[config.mk]
export PLATFORM = sky130hd
export DESIGN_NAME = pkt_page_mgr
export DESIGN_NICKNAME = d
export VERILOG_FILES = /design/src/rtl/pkt_mgr_pkg.sv /design/src/rtl/pkt_page_freemap.sv /design/src/rtl/pkt_pnum_fifo.sv /design/src/rtl/pkt_page_mgr.sv
export SDC_FILE = /design/constraint.sdc
export NUM_CORES = 1
export LEC_CHECK = 0
export BUFFER_PORTS_ARGS = -buffer_cell sky130_fd_sc_hd__buf_2
export CORE_MARGIN = 2
export CORE_UTILIZATION = 40
export CTS_BUF_LIST = sky130_fd_sc_hd__clkbuf_4
export DETAILED_ROUTE_END_ITERATION = 10
export PLACE_DENSITY = 0.67
export SLEW_MARGIN = 20
export SYNTH_ARGS = -nofsm -noshare
export SYNTH_HDL_FRONTEND = slang
export SYNTH_HIERARCHICAL = 1
export SYNTH_SLANG_ARGS = --single-unit
[constraint.sdc]
create_clock -name clk -period 7.6 [get_ports clk]
set_clock_uncertainty 0.15 [all_clocks]
set_input_delay 0.38 -clock clk [delete_from_list [all_inputs] [get_ports clk]]
set_output_delay 0.38 -clock clk [all_outputs]
set_load 0.05 [all_outputs]
[src/rtl/pkt_mgr_pkg.sv]
package pkt_mgr_pkg;
    typedef enum logic [2:0] {
        CMD_NOP      = 3'd0,
        CMD_ALLOC    = 3'd1,
        CMD_RELEASE  = 3'd2,
        CMD_TXQ_PUSH = 3'd3,
        CMD_RXQ_PUSH = 3'd4,
        CMD_TXQ_POP  = 3'd5,
        CMD_RXQ_POP  = 3'd6,
        CMD_CLEAR    = 3'd7
    } cmd_e;
endpackage

[src/rtl/pkt_page_freemap.sv]
// Free-page bitmap with lowest-first grant; NUM_PAGES must equal 2**PN_W.
module pkt_page_freemap #(
    parameter int NUM_PAGES = 64,
    parameter int PN_W      = $clog2(NUM_PAGES),
    parameter int CNT_W     = $clog2(NUM_PAGES + 1)
) (
    input  logic             clk,
    input  logic             rst_n,
    input  logic             alloc_req,
    input  logic             rel_req,
    input  logic [PN_W-1:0]  rel_pnum,
    output logic [PN_W-1:0]  grant_pnum,
    output logic             grant_fail,
    output logic [CNT_W-1:0] free_cnt
);
    typedef struct packed {
        logic [NUM_PAGES-1:0] map;
        logic [CNT_W-1:0]     cnt;
        logic [PN_W-1:0]      pnum;
        logic                 fail;
    } fm_state_t;

    fm_state_t s_d, s_q;
    logic            low_found;
    logic [PN_W-1:0] low_idx;

    always_comb begin
        low_found = 1'b0;
        low_idx   = '0;
        for (int i = NUM_PAGES - 1; i >= 0; i--) begin
            if (s_q.map[i]) begin
                low_found = 1'b1;
                low_idx   = PN_W'(i);
            end
        end
    end

    always_comb begin
        s_d = s_q;
        if (alloc_req) begin
            if (low_found) begin
                s_d.map[low_idx] = 1'b0;
                s_d.cnt          = s_q.cnt - CNT_W'(1);
                s_d.pnum         = low_idx;
                s_d.fail         = 1'b0;
            end else begin
                s_d.fail = 1'b1;
            end
        end else if (rel_req && !s_q.map[rel_pnum]) begin
            s_d.map[rel_pnum] = 1'b1;
            s_d.cnt           = s_q.cnt + CNT_W'(1);
        end
    end

    always_ff @(posedge clk) begin
        if (!rst_n) begin
            s_q.map  <= '1;
            s_q.cnt  <= CNT_W'(NUM_PAGES);
            s_q.pnum <= '0;
            s_q.fail <= 1'b0;
        end else begin
            s_q <= s_d;
        end
    end

    assign grant_pnum = s_q.pnum;
    assign grant_fail = s_q.fail;
    assign free_cnt   = s_q.cnt;

    // a grant names a page that is now taken, and the count falls by one
    a_r2_grant_takes_page: assert property (@(posedge clk) disable iff (!rst_n)
        alloc_req && s_q.cnt != '0 |=> !s_q.map[s_q.pnum] && !s_q.fail
                                        && (s_q.cnt + CNT_W'(1)) == $past(s_q.cnt));
    // an empty pool makes the allocation fail with no change
    a_r3_exhausted_fails: assert property (@(posedge clk) disable iff (!rst_n)
        alloc_req && s_q.cnt == '0 |=> s_q.fail && s_q.cnt == '0 && $stable(s_q.pnum));
    // releasing a used page marks it free again
    a_r4_release_frees: assert property (@(posedge clk) disable iff (!rst_n)
        rel_req && !alloc_req && !s_q.map[rel_pnum]
        |=> s_q.map[$past(rel_pnum)] && s_q.cnt == ($past(s_q.cnt) + CNT_W'(1)));
    // releasing a free page changes nothing
    a_r5_free_release_ignored: assert property (@(posedge clk) disable iff (!rst_n)
        rel_req && !alloc_req && s_q.map[rel_pnum] |=> $stable(s_q.cnt) && $stable(s_q.map));
endmodule

[src/rtl/pkt_pnum_fifo.sv]
// Packet-number FIFO with rejected overrun/underrun and a sticky error bit.
module pkt_pnum_fifo #(
    parameter int DEPTH = 64,
    parameter int W     = 6,
    parameter int PTR_W = $clog2(DEPTH),
    parameter int CNT_W = $clog2(DEPTH + 1)
) (
    input  logic             clk,
    input  logic             rst_n,
    input  logic             push,
    input  logic [W-1:0]     push_data,
    input  logic             pop,
    input  logic             clr_err,
    output logic [W-1:0]     head,
    output logic [CNT_W-1:0] level,
    output logic             err
);
    localparam logic [CNT_W-1:0] FULL_LVL = CNT_W'(DEPTH);
    localparam logic [PTR_W-1:0] LAST_PTR = PTR_W'(DEPTH - 1);

    typedef struct packed {
        logic [PTR_W-1:0] wr;
        logic [PTR_W-1:0] rd;
        logic [CNT_W-1:0] cnt;
        logic             err;
    } fq_state_t;

    fq_state_t s_d, s_q;
    logic [W-1:0] mem_q [DEPTH];
    logic push_ok, pop_ok;

    always_comb begin
        push_ok = push && (s_q.cnt != FULL_LVL);
        pop_ok  = pop && (s_q.cnt != '0);
        s_d = s_q;
        if (push_ok) s_d.wr = (s_q.wr == LAST_PTR) ? '0 : s_q.wr + PTR_W'(1);
        if (pop_ok)  s_d.rd = (s_q.rd == LAST_PTR) ? '0 : s_q.rd + PTR_W'(1);
        if (push_ok && !pop_ok)      s_d.cnt = s_q.cnt + CNT_W'(1);
        else if (pop_ok && !push_ok) s_d.cnt = s_q.cnt - CNT_W'(1);
        if (clr_err) s_d.err = 1'b0;
        else if ((push && !push_ok) || (pop && !pop_ok)) s_d.err = 1'b1;
    end

    always_ff @(posedge clk) begin
        if (!rst_n) begin
            s_q <= '0;
        end else begin
            s_q <= s_d;
        end
    end

    always_ff @(posedge clk) begin
        if (push_ok) mem_q[s_q.wr] <= push_data;
    end

    assign head  = mem_q[s_q.rd];
    assign level = s_q.cnt;
    assign err   = s_q.err;

    // the level never exceeds the queue depth
    a_r6_level_bound: assert property (@(posedge clk) disable iff (!rst_n)
        s_q.cnt <= FULL_LVL);
    // a push into a full queue is dropped and flagged
    a_r7_full_push_rejected: assert property (@(posedge clk) disable iff (!rst_n)
        push && !pop && !clr_err && s_q.cnt == FULL_LVL
        |=> s_q.cnt == FULL_LVL && $stable(s_q.wr) && s_q.err);
    // a pop from an empty queue is dropped and flagged
    a_r8_empty_pop_rejected: assert property (@(posedge clk) disable iff (!rst_n)
        pop && !push && !clr_err && s_q.cnt == '0 |=> s_q.cnt == '0 && $stable(s_q.rd) && s_q.err);
endmodule

[src/rtl/pkt_page_mgr.sv]
module pkt_page_mgr
    import pkt_mgr_pkg::*;
#(
    parameter int NUM_PAGES      = 64,
    parameter int QDEPTH         = 64,
    parameter int UNITS_PER_PAGE = 4
) (
    input  logic       clk,
    input  logic       rst_n,
    input  logic       cmd_valid,
    input  logic [2:0] cmd_op,
    input  logic [5:0] cmd_arg,
    output logic [5:0] alloc_pnum,
    output logic       alloc_fail,
    output logic [8:0] free_units,
    output logic [8:0] total_units,
    output logic [5:0] deq_pnum,
    output logic       rx_irq,
    output logic       tx_done_irq,
    output logic       tx_err,
    output logic       rx_err
);
    localparam int PN_W    = $clog2(NUM_PAGES);
    localparam int CNT_W   = $clog2(NUM_PAGES + 1);
    localparam int QCNT_W  = $clog2(QDEPTH + 1);
    localparam int FU_W    = 9;
    localparam logic [FU_W-1:0] TOTAL = FU_W'(NUM_PAGES * UNITS_PER_PAGE);

    typedef struct packed {
        logic [PN_W-1:0] deq;
        logic            txdone;
    } top_state_t;

    top_state_t s_d, s_q;
    cmd_e op;
    logic [PN_W-1:0]   tx_head, rx_head;
    logic [QCNT_W-1:0] tx_level, rx_level;
    logic [CNT_W-1:0]  free_cnt;
    logic do_alloc, do_rel, do_txpush, do_rxpush, do_txpop, do_rxpop, do_clr;

    always_comb begin
        op        = cmd_e'(cmd_op);
        do_alloc  = cmd_valid && op == CMD_ALLOC;
        do_rel    = cmd_valid && op == CMD_RELEASE;
        do_txpush = cmd_valid && op == CMD_TXQ_PUSH;
        do_rxpush = cmd_valid && op == CMD_RXQ_PUSH;
        do_txpop  = cmd_valid && op == CMD_TXQ_POP;
        do_rxpop  = cmd_valid && op == CMD_RXQ_POP;
        do_clr    = cmd_valid && op == CMD_CLEAR;
    end

    pkt_page_freemap #(.NUM_PAGES(NUM_PAGES)) u_freemap (
        .clk(clk), .rst_n(rst_n),
        .alloc_req(do_alloc), .rel_req(do_rel), .rel_pnum(cmd_arg[PN_W-1:0]),
        .grant_pnum(alloc_pnum), .grant_fail(alloc_fail), .free_cnt(free_cnt)
    );

    pkt_pnum_fifo #(.DEPTH(QDEPTH), .W(PN_W)) u_txq (
        .clk(clk), .rst_n(rst_n),
        .push(do_txpush), .push_data(cmd_arg[PN_W-1:0]), .pop(do_txpop), .clr_err(do_clr),
        .head(tx_head), .level(tx_level), .err(tx_err)
    );

    pkt_pnum_fifo #(.DEPTH(QDEPTH), .W(PN_W)) u_rxq (
        .clk(clk), .rst_n(rst_n),
        .push(do_rxpush), .push_data(cmd_arg[PN_W-1:0]), .pop(do_rxpop), .clr_err(do_clr),
        .head(rx_head), .level(rx_level), .err(rx_err)
    );

    always_comb begin
        s_d = s_q;
        if (do_txpop && tx_level != '0) begin
            s_d.deq = tx_head;
            if (tx_level == QCNT_W'(1)) s_d.txdone = 1'b1;
        end
        if (do_rxpop && rx_level != '0) s_d.deq = rx_head;
        if (do_txpush || do_clr) s_d.txdone = 1'b0;
    end

    always_ff @(posedge clk) begin
        if (!rst_n) begin
            s_q <= '0;
        end else begin
            s_q <= s_d;
        end
    end

    assign deq_pnum    = s_q.deq;
    assign tx_done_irq = s_q.txdone;
    assign rx_irq      = (rx_level != '0);
    assign free_units  = FU_W'(free_cnt) * FU_W'(UNITS_PER_PAGE);
    assign total_units = TOTAL;

    // the transmit-done request is only ever high over an empty queue
    a_r10_txdone_only_when_empty: assert property (@(posedge clk) disable iff (!rst_n)
        tx_done_irq |-> tx_level == '0);
    // draining the last transmit entry raises the request
    a_r10_drain_raises: assert property (@(posedge clk) disable iff (!rst_n)
        do_txpop && tx_level == QCNT_W'(1) |=> tx_done_irq);
    // a clear leaves no error bit behind
    a_r11_clear_resets: assert property (@(posedge clk) disable iff (!rst_n)
        do_clr |=> !tx_err && !rx_err && !tx_done_irq);
endmodule

Word level (Yosys, flattened, before mapping) --
Memory sizes are Yosys's and may differ from the RTL's. A register that Yosys moved wholly into a read port is not among the register bits. Cells that the tools add are included.
Storage, ports and cells: bits in registers 125, bits in writable memories 768, bits of input ports 12, output and inout port bits 35, logic and storage cells 247, memories kept 2
Cells by class: add/sub/neg operators 10, magnitude comparators 4, equality and inequality tests 15, mux-type cells 157, bitwise logic cells 4, reductions and logical operators 41
Memories:
- u_rxq.mem_q | depth 64, bits a word 6, rd ports 1, clocked after Yosys merged registers in 1, write ports 1, line pkt_pnum_fifo.sv:29 | logic [W-1:0] mem_q [DEPTH];
- u_txq.mem_q | depth 64, bits a word 6, rd ports 1, clocked after Yosys merged registers in 1, write ports 1, line pkt_pnum_fifo.sv:29
Operators with widths (number):
- $mux 6 | 73
- $mux 71 | 2
- $mux 77 | 1
- $mux 1 | 73
- $and 64x64->64 | 1
- $not 64->64 | 1
- $or 64x64->64 | 1
- $mux 7 | 5
- $add 6x1->6 const B | 4
- $eq 6x6->1 const B | 4
- $logic_and 1x1->1 | 22
- $add 7x1->7 const B | 3
- $sub 7x1->7 const B | 3
- $lt 6x7->1 const B | 2
- $ne 7x7->1 const B | 2
- $reduce_bool 7->1 | 2
- $demux 1 s6 | 2
- $eq 3x3->1 const B | 4
- $ge 6x1->1 const B | 2
- $reduce_bool 2->1 | 4
- $eq 7x1->1 const B | 1
- $bmux 1 s6 | 1
- $eq 3x2->1 const B | 2
- $reduce_and 2->1 | 3
- 6 further kinds | 13

Longest topological paths before layout --
depth after elaboration 72, depth in mapped cells 13, mapped depth without buffers 12

Modules after synthesis --
Netlist, hierarchy kept.
By module, submodules not included:
- pkt_pnum_fifo at u_rxq | times used 1, cells each 921, area each 16609.7 µm², sequential area each 12051.6 µm²
- pkt_pnum_fifo at u_txq | times used 1, cells each 881, area each 16569.6 µm², sequential area each 12051.6 µm²
- pkt_page_freemap | times used 1, cells each 667, area each 5417.7 µm², sequential area each 1561.5 µm²
- pkt_page_mgr | times used 1, cells each 58, area each 515.5 µm², sequential area each 140.1 µm²

Worst setup path before layout --
Ideal clock, no wire load.
path type reg-to-reg, start reg u_txq.s_q, in the netlist u_txq/level[2], end reg u_txq.s_q, in the netlist u_txq/level[5], setup time 122 ps, arrival 2900 ps, data required time 7328 ps, slack 4428 ps, cell stages (with the launch flop) 13, buffers on the path 1, period minus slack after synthesis 3172 ps, path through dfxtp_1 or4_4 o41a_1 clkbuf_1 inv_1 ha_1 inv_1 ha_1 a21oi_1 a21boi_0 o21ai_0 a21oi_1 a311o_1
Between the ends: word-level cells in the longest chain between the ends 5, elaborated cells between the ends (all ways) 13, those cells by class add/sub (2); eq/ne (1); mux (2); reduce/logical (8)
Ends and longest elaborated chain:
- start: declaration | line pkt_pnum_fifo.sv:28 | fq_state_t s_d, s_q;
- start signal: assignment | line pkt_pnum_fifo.sv:46 | s_q <= '0;
- start signal: assignment | line pkt_pnum_fifo.sv:48 | s_q <= s_d;
- branches (longest 5 deep; another with $sub 7x1->7)
Several ways; the timed one is not identified. The select of a mux whose other input is x is not followed. A chain may end at the register's enable or synchronous reset.

Final worst setup path --
start in cmd_arg[2], end reg u_freemap/s_q[18] in the netlist's numbering
Between the ends: word-level cells in the longest chain between the ends 7, elaborated cells between the ends (all ways) 14, those cells by class order compare (2); mux (6); bitwise (1); reduce/logical (5)
Ends and longest elaborated chain:
- start: declaration | line pkt_page_mgr.sv:12 | input logic [5:0] cmd_arg,
- $lt 6x7->1 (implied by the code) or $ge 6x1->1 (tied branches) | line pkt_page_freemap.sv:50 | s_d.map[rel_pnum] = 1'b1;
- $logic_and 1x1->1 (implied by the code) | line pkt_page_freemap.sv:50
- $mux 1 (implied by the code) | line pkt_page_freemap.sv:50
- $demux 1 s6
- $or 64x64->64 (no source line)
- $mux 71 | line pkt_page_freemap.sv:49 | end else if (rel_req && !s_q.map[rel_pnum]) begin
- $mux 71 | line pkt_page_freemap.sv:40 | if (alloc_req) begin
- end: declaration | line pkt_page_freemap.sv:23 | fm_state_t s_d, s_q;
Several ways; a longest one is shown, not always the timed one. The select of a mux whose other input is x is not followed.

==> run_results.csv <==
group,metric,value,unit
run_status,status,"finished clean",
final_layout,layout-drive-gt1-share,23.0,%
routing,routedWlPerCell,23.3,um
logic_synthesis,synthesis.instances,2527,
logic_synthesis,most_frequently_used_flop_master_after_synthesis,"sky130_fd_sc_hd__edfxtp_1",
clocking,clock_tree.htree_level_count,4,
sta,finalHoldWorstSlack,0.236,ns
grt,grt_util_all_layers,19.1,%
sta,post-route-worst-setup-slack,3.50,ns
setup_path,slowest_delay,0.74,ns
routing,detail_route.vias_per_cell,5.87,
final_layout,post-route-cell-area,0.0430,sq mm
setup_path,critical_path.most_common_cell,"sky130_fd_sc_hd__buf_4",
logic_synthesis,synth_sequential_area_ratio,66.0,%
routing,first_iter_violations,2387,
logic_synthesis,yosys.area_share.adder,0.710,%
grt,antenna_found_initial,3,
setup_path,largest_fanout_on_the_critical_path,111,
setup_path,critPathTopFamily,"buffers and inverters",
routing,num_vias,24140,
clocking,cts_root_buf,"sky130_fd_sc_hd__clkbuf_4",
logic_synthesis,mappedNetlistArea,0.0391,sq mm
logic_synthesis,synth_top_area_cell,"sky130_fd_sc_hd__edfxtp_1",
grt,grt_pass1_vias,24106,
die,floorplan.initialDensity,40.4,%
worst_hold_path,min-delay-path-class,"input pin to register",
setup_path,critical_path.startpoint_type,"input pin",
routing,postRouteAntennaNets,0,
logic_synthesis,avgSynthCellArea,15.5,sq um
pwr,worst_ir_drop_vdd,113,uV
setup_path,endpoint_kind,"register",
setup_path,crit_chain,"dlygate4sd3_1 > buf_6 > buf_4 > nor2b_1 > a221oi_1 > o21ai_0 > a211o_1 > nor3_4 > buf_4 > nand4_1 > a32oi_1",
logic_synthesis,edff_count_synth,768,
sta,worst_slew_margin_rel,19.7,%
logic_synthesis,synthXorXnorAreaFrac,0.493,%
logic_synthesis,simple_gate_area_share_of_the_yosys_netlist,9.46,%
sta,min_period_over_period,53.9,%
final_layout,final_util,44.4,%
logic_synthesis,netlist.area_leader.share,59.0,%
place,placed_instance_count,3689,
place,dpl_cell_area,0.0400,sq mm
grt,largest_net_degree_at_the_start_of_global_routing,112,
die,number_of_primary_i_o_pins,47,
logic_synthesis,netlist_top_cells_count,"768 x sky130_fd_sc_hd__edfxtp_1, 225 x sky130_fd_sc_hd__nor2_1, 170 x sky130_fd_sc_hd__mux4_2",
final_layout,final_nets,2679,
final_layout,finish.cell_count_without_fillers,4111,
place,placement.setup.worst_slack,3.09,ns
grt,grt-ovfl-total,0,
logic_synthesis,yosys_register_bits,905,
logic_synthesis,synth_top_family_by_area,"multiplexers",
routing,drc,0,
logic_synthesis,yosysUniqueCellTypes,101,
clocking,worstSkewPairLatency,1.05,ns
sta,timing.final.hold_violations,0,
place,dp_hpwl,59.3,mm
routing,drt_wl_total,96.0,mm
die,floorplan.die.height,317,um
logic_synthesis,postSynth.asyncResetShare,0,%
place,buffer_ports.inserted,35,
logic_synthesis,synth-compound-area-share,7.05,%
clocking,cts_tree,"yes",
pwr,power.leakage,13.4,nW
setup_path,setup.worst_path.class,"input pin to register",
clocking,cts_resized,0,
die,area_inside_the_core_boundary,0.0969,sq mm
clocking,clockBufferDepth,3,
logic_synthesis,synth_area_leaders,"sky130_fd_sc_hd__edfxtp_1 59%, sky130_fd_sc_hd__mux4_2 9.8%, sky130_fd_sc_hd__dfxtp_1 7.0%",
sta,fin_crit,4.10,ns
pwr,p_total,9.66,mW
sta,timing.final.setup_violations,0,
setup_path,slowest_stage,"sky130_fd_sc_hd__buf_4",
flow_run,drv.max_cap_violation_count,0,
place,routability_driven_placement_congestion_ratio,0.902,
logic_synthesis,synthMostInstantiatedCell,"sky130_fd_sc_hd__edfxtp_1",
sta,rsz0062_at_grt,"no",
pwr,power_per_cell_area,225,mW/mm^2
grt,grt_pass1_wl,145,mm
die,fp.dieArea,0.100,sq mm
final_layout,area_growth_syn_to_layout,9.98,%
die,die-width,317,um
setup_path,r2r_setup_slack,3.80,ns
sta,final-max-slew-violation-count,0,
logic_synthesis,post_synth_mux_area_share,12.9,%
setup_path,crit_required,8.42,ns
clocking,cts-buffers-inserted,215,
setup_path,cp.arrival,4.92,ns
die,floorplan.rows,114,
clocking,numClockSinks,905,
logic_synthesis,yosys_warn_count,6,
routing,drt-pass1-iter-count,6,
sta,timing.setup.tns,0,ns
setup_path,critical_path.n_buffers_inverters,4,
sta,achievable_frequency,244,MHz
clocking,clk_pin_slew_worst_paths,0.07,ns
sta,worst_slew_pin_slew,1.20,ns
cell type report:
type                            count  area, sq um
Timing Repair Buffer               77          549
Sequential cell                   905        25800
Clock buffer                      318         2390
Multi-Input combinational cell   1393        12000
Clock inverter                     86          424
Antenna cell                        2         5.00
Tap cell                         1276         1600
Inverter                           54          203
Fill cell                        8455        53800
where the power goes:
| part | switching, mW | internal, mW |
|---|---|---|
| sequential | 0.0236 | 5.39 |
| combinational | 0.246 | 0.105 |
| clock | 1.92 | 1.97 |
| total | 2.19 | 7.47 |
state kept, by name, summed over array words and instances, names as in the netlist, named ones only:
| name | cells |
|---|---|
| u_rxq/s_q | 12 |
| u_txq/level | 7 |
| u_txq/err | 1 |
| u_txq/mem_q | 384 |
| u_txq/s_q | 12 |
| u_rxq/level | 7 |
| u_rxq/err | 1 |
| u_freemap/s_q | 64 |
| tx_done_irq | 1 |
| u_freemap/free_cnt | 7 |
| deq_pnum | 6 |
| u_freemap/grant_pnum | 6 |
| u_freemap/grant_fail | 1 |
| u_rxq/mem_q | 384 |
kinds of logic after synthesis:
family	Yosys count
AO/OA/AOI/OAI	354
XOR/XNOR	22
adder cells (fa/ha/maj)	21
buffers and inverters	238
flip-flops	905
multiplexers	276
other	2
AND/OR/NAND/NOR	709
per-layer routing:
| layer | vias to the layer above | global-route usage, % | routed length [um] |
|---|---|---|---|
| met3 | 203 | 4.42 | 8450 |
| met1 | 12313 | 26.2 | 39900 |
| met5 | - | 0 | 13 |
| met4 | 2 | 6.80 | 2590 |
| li1 | 10456 | - | - |
| met2 | 1166 | 29.9 | 45100 |
tightest hold or removal path, cell delays in order:
cell	delay, ns
sky130_fd_sc_hd__dlygate4sd3_1	0.51
sky130_fd_sc_hd__buf_2	0.17
sky130_fd_sc_hd__inv_1	0.05
sky130_fd_sc_hd__nor2_1	0.15
sky130_fd_sc_hd__nor3b_1	0.07
placed cells by master (no fill, tap or decap), types with 11 or more instances in the layout:
cell type	netlist	routed
sky130_fd_sc_hd__dfxtp_1	137	130
sky130_fd_sc_hd__clkinv_1	0	61
sky130_fd_sc_hd__clkbuf_4	0	318
sky130_fd_sc_hd__nor2_1	225	224
sky130_fd_sc_hd__o211ai_1	20	20
sky130_fd_sc_hd__nor3_1	37	36
sky130_fd_sc_hd__mux2i_1	77	77
sky130_fd_sc_hd__inv_1	52	52
sky130_fd_sc_hd__mux4_2	170	170
sky130_fd_sc_hd__o21ai_0	38	38
sky130_fd_sc_hd__ha_1	19	19
sky130_fd_sc_hd__o32a_1	27	27
sky130_fd_sc_hd__a31oi_1	22	22
sky130_fd_sc_hd__nand2_1	105	105
sky130_fd_sc_hd__nand3_1	46	46
sky130_fd_sc_hd__dlygate4sd3_1	0	16
sky130_fd_sc_hd__edfxtp_1	768	768
sky130_fd_sc_hd__nor2b_1	47	45
sky130_fd_sc_hd__xnor2_1	15	15
sky130_fd_sc_hd__nand2b_1	21	21
sky130_fd_sc_hd__mux2_2	21	21
sky130_fd_sc_hd__a2bb2oi_1	17	17
sky130_fd_sc_hd__and2_1	25	25
sky130_fd_sc_hd__nand4_1	52	52
sky130_fd_sc_hd__buf_2	35	29
sky130_fd_sc_hd__conb_1	2	11
sky130_fd_sc_hd__nor4_1	32	32
sky130_fd_sc_hd__a22oi_1	12	12
sky130_fd_sc_hd__buf_4	55	31
sky130_fd_sc_hd__and3_1	36	36
sky130_fd_sc_hd__o22ai_1	13	13
sky130_fd_sc_hd__a32oi_1	23	23
sky130_fd_sc_hd__a211oi_1	21	21
sky130_fd_sc_hd__o21a_1	17	17
sky130_fd_sc_hd__a21oi_1	39	39
worst paths after layout:
| check | from | endpoint | depth (start not counted) |
|---|---|---|---|
| worst max-delay path | cmd_arg[2] | u_freemap/s_q[18] | 11 |
| worst min-delay path | cmd_op[2] | u_txq/err | 5 |
| worst max register to register | u_freemap/s_q[57] | u_freemap/s_q[71] | 7 |
| worst min register to register | u_freemap/grant_pnum[0] | u_freemap/grant_pnum[0] | 2 |
timing repair:
action	CTS	global route
endpoints found under the hold margin	337	0
setup endpoints to repair	0	0
setup buffers	0	0
hold buffers	16	0
(Power assumes the default switching activity.)
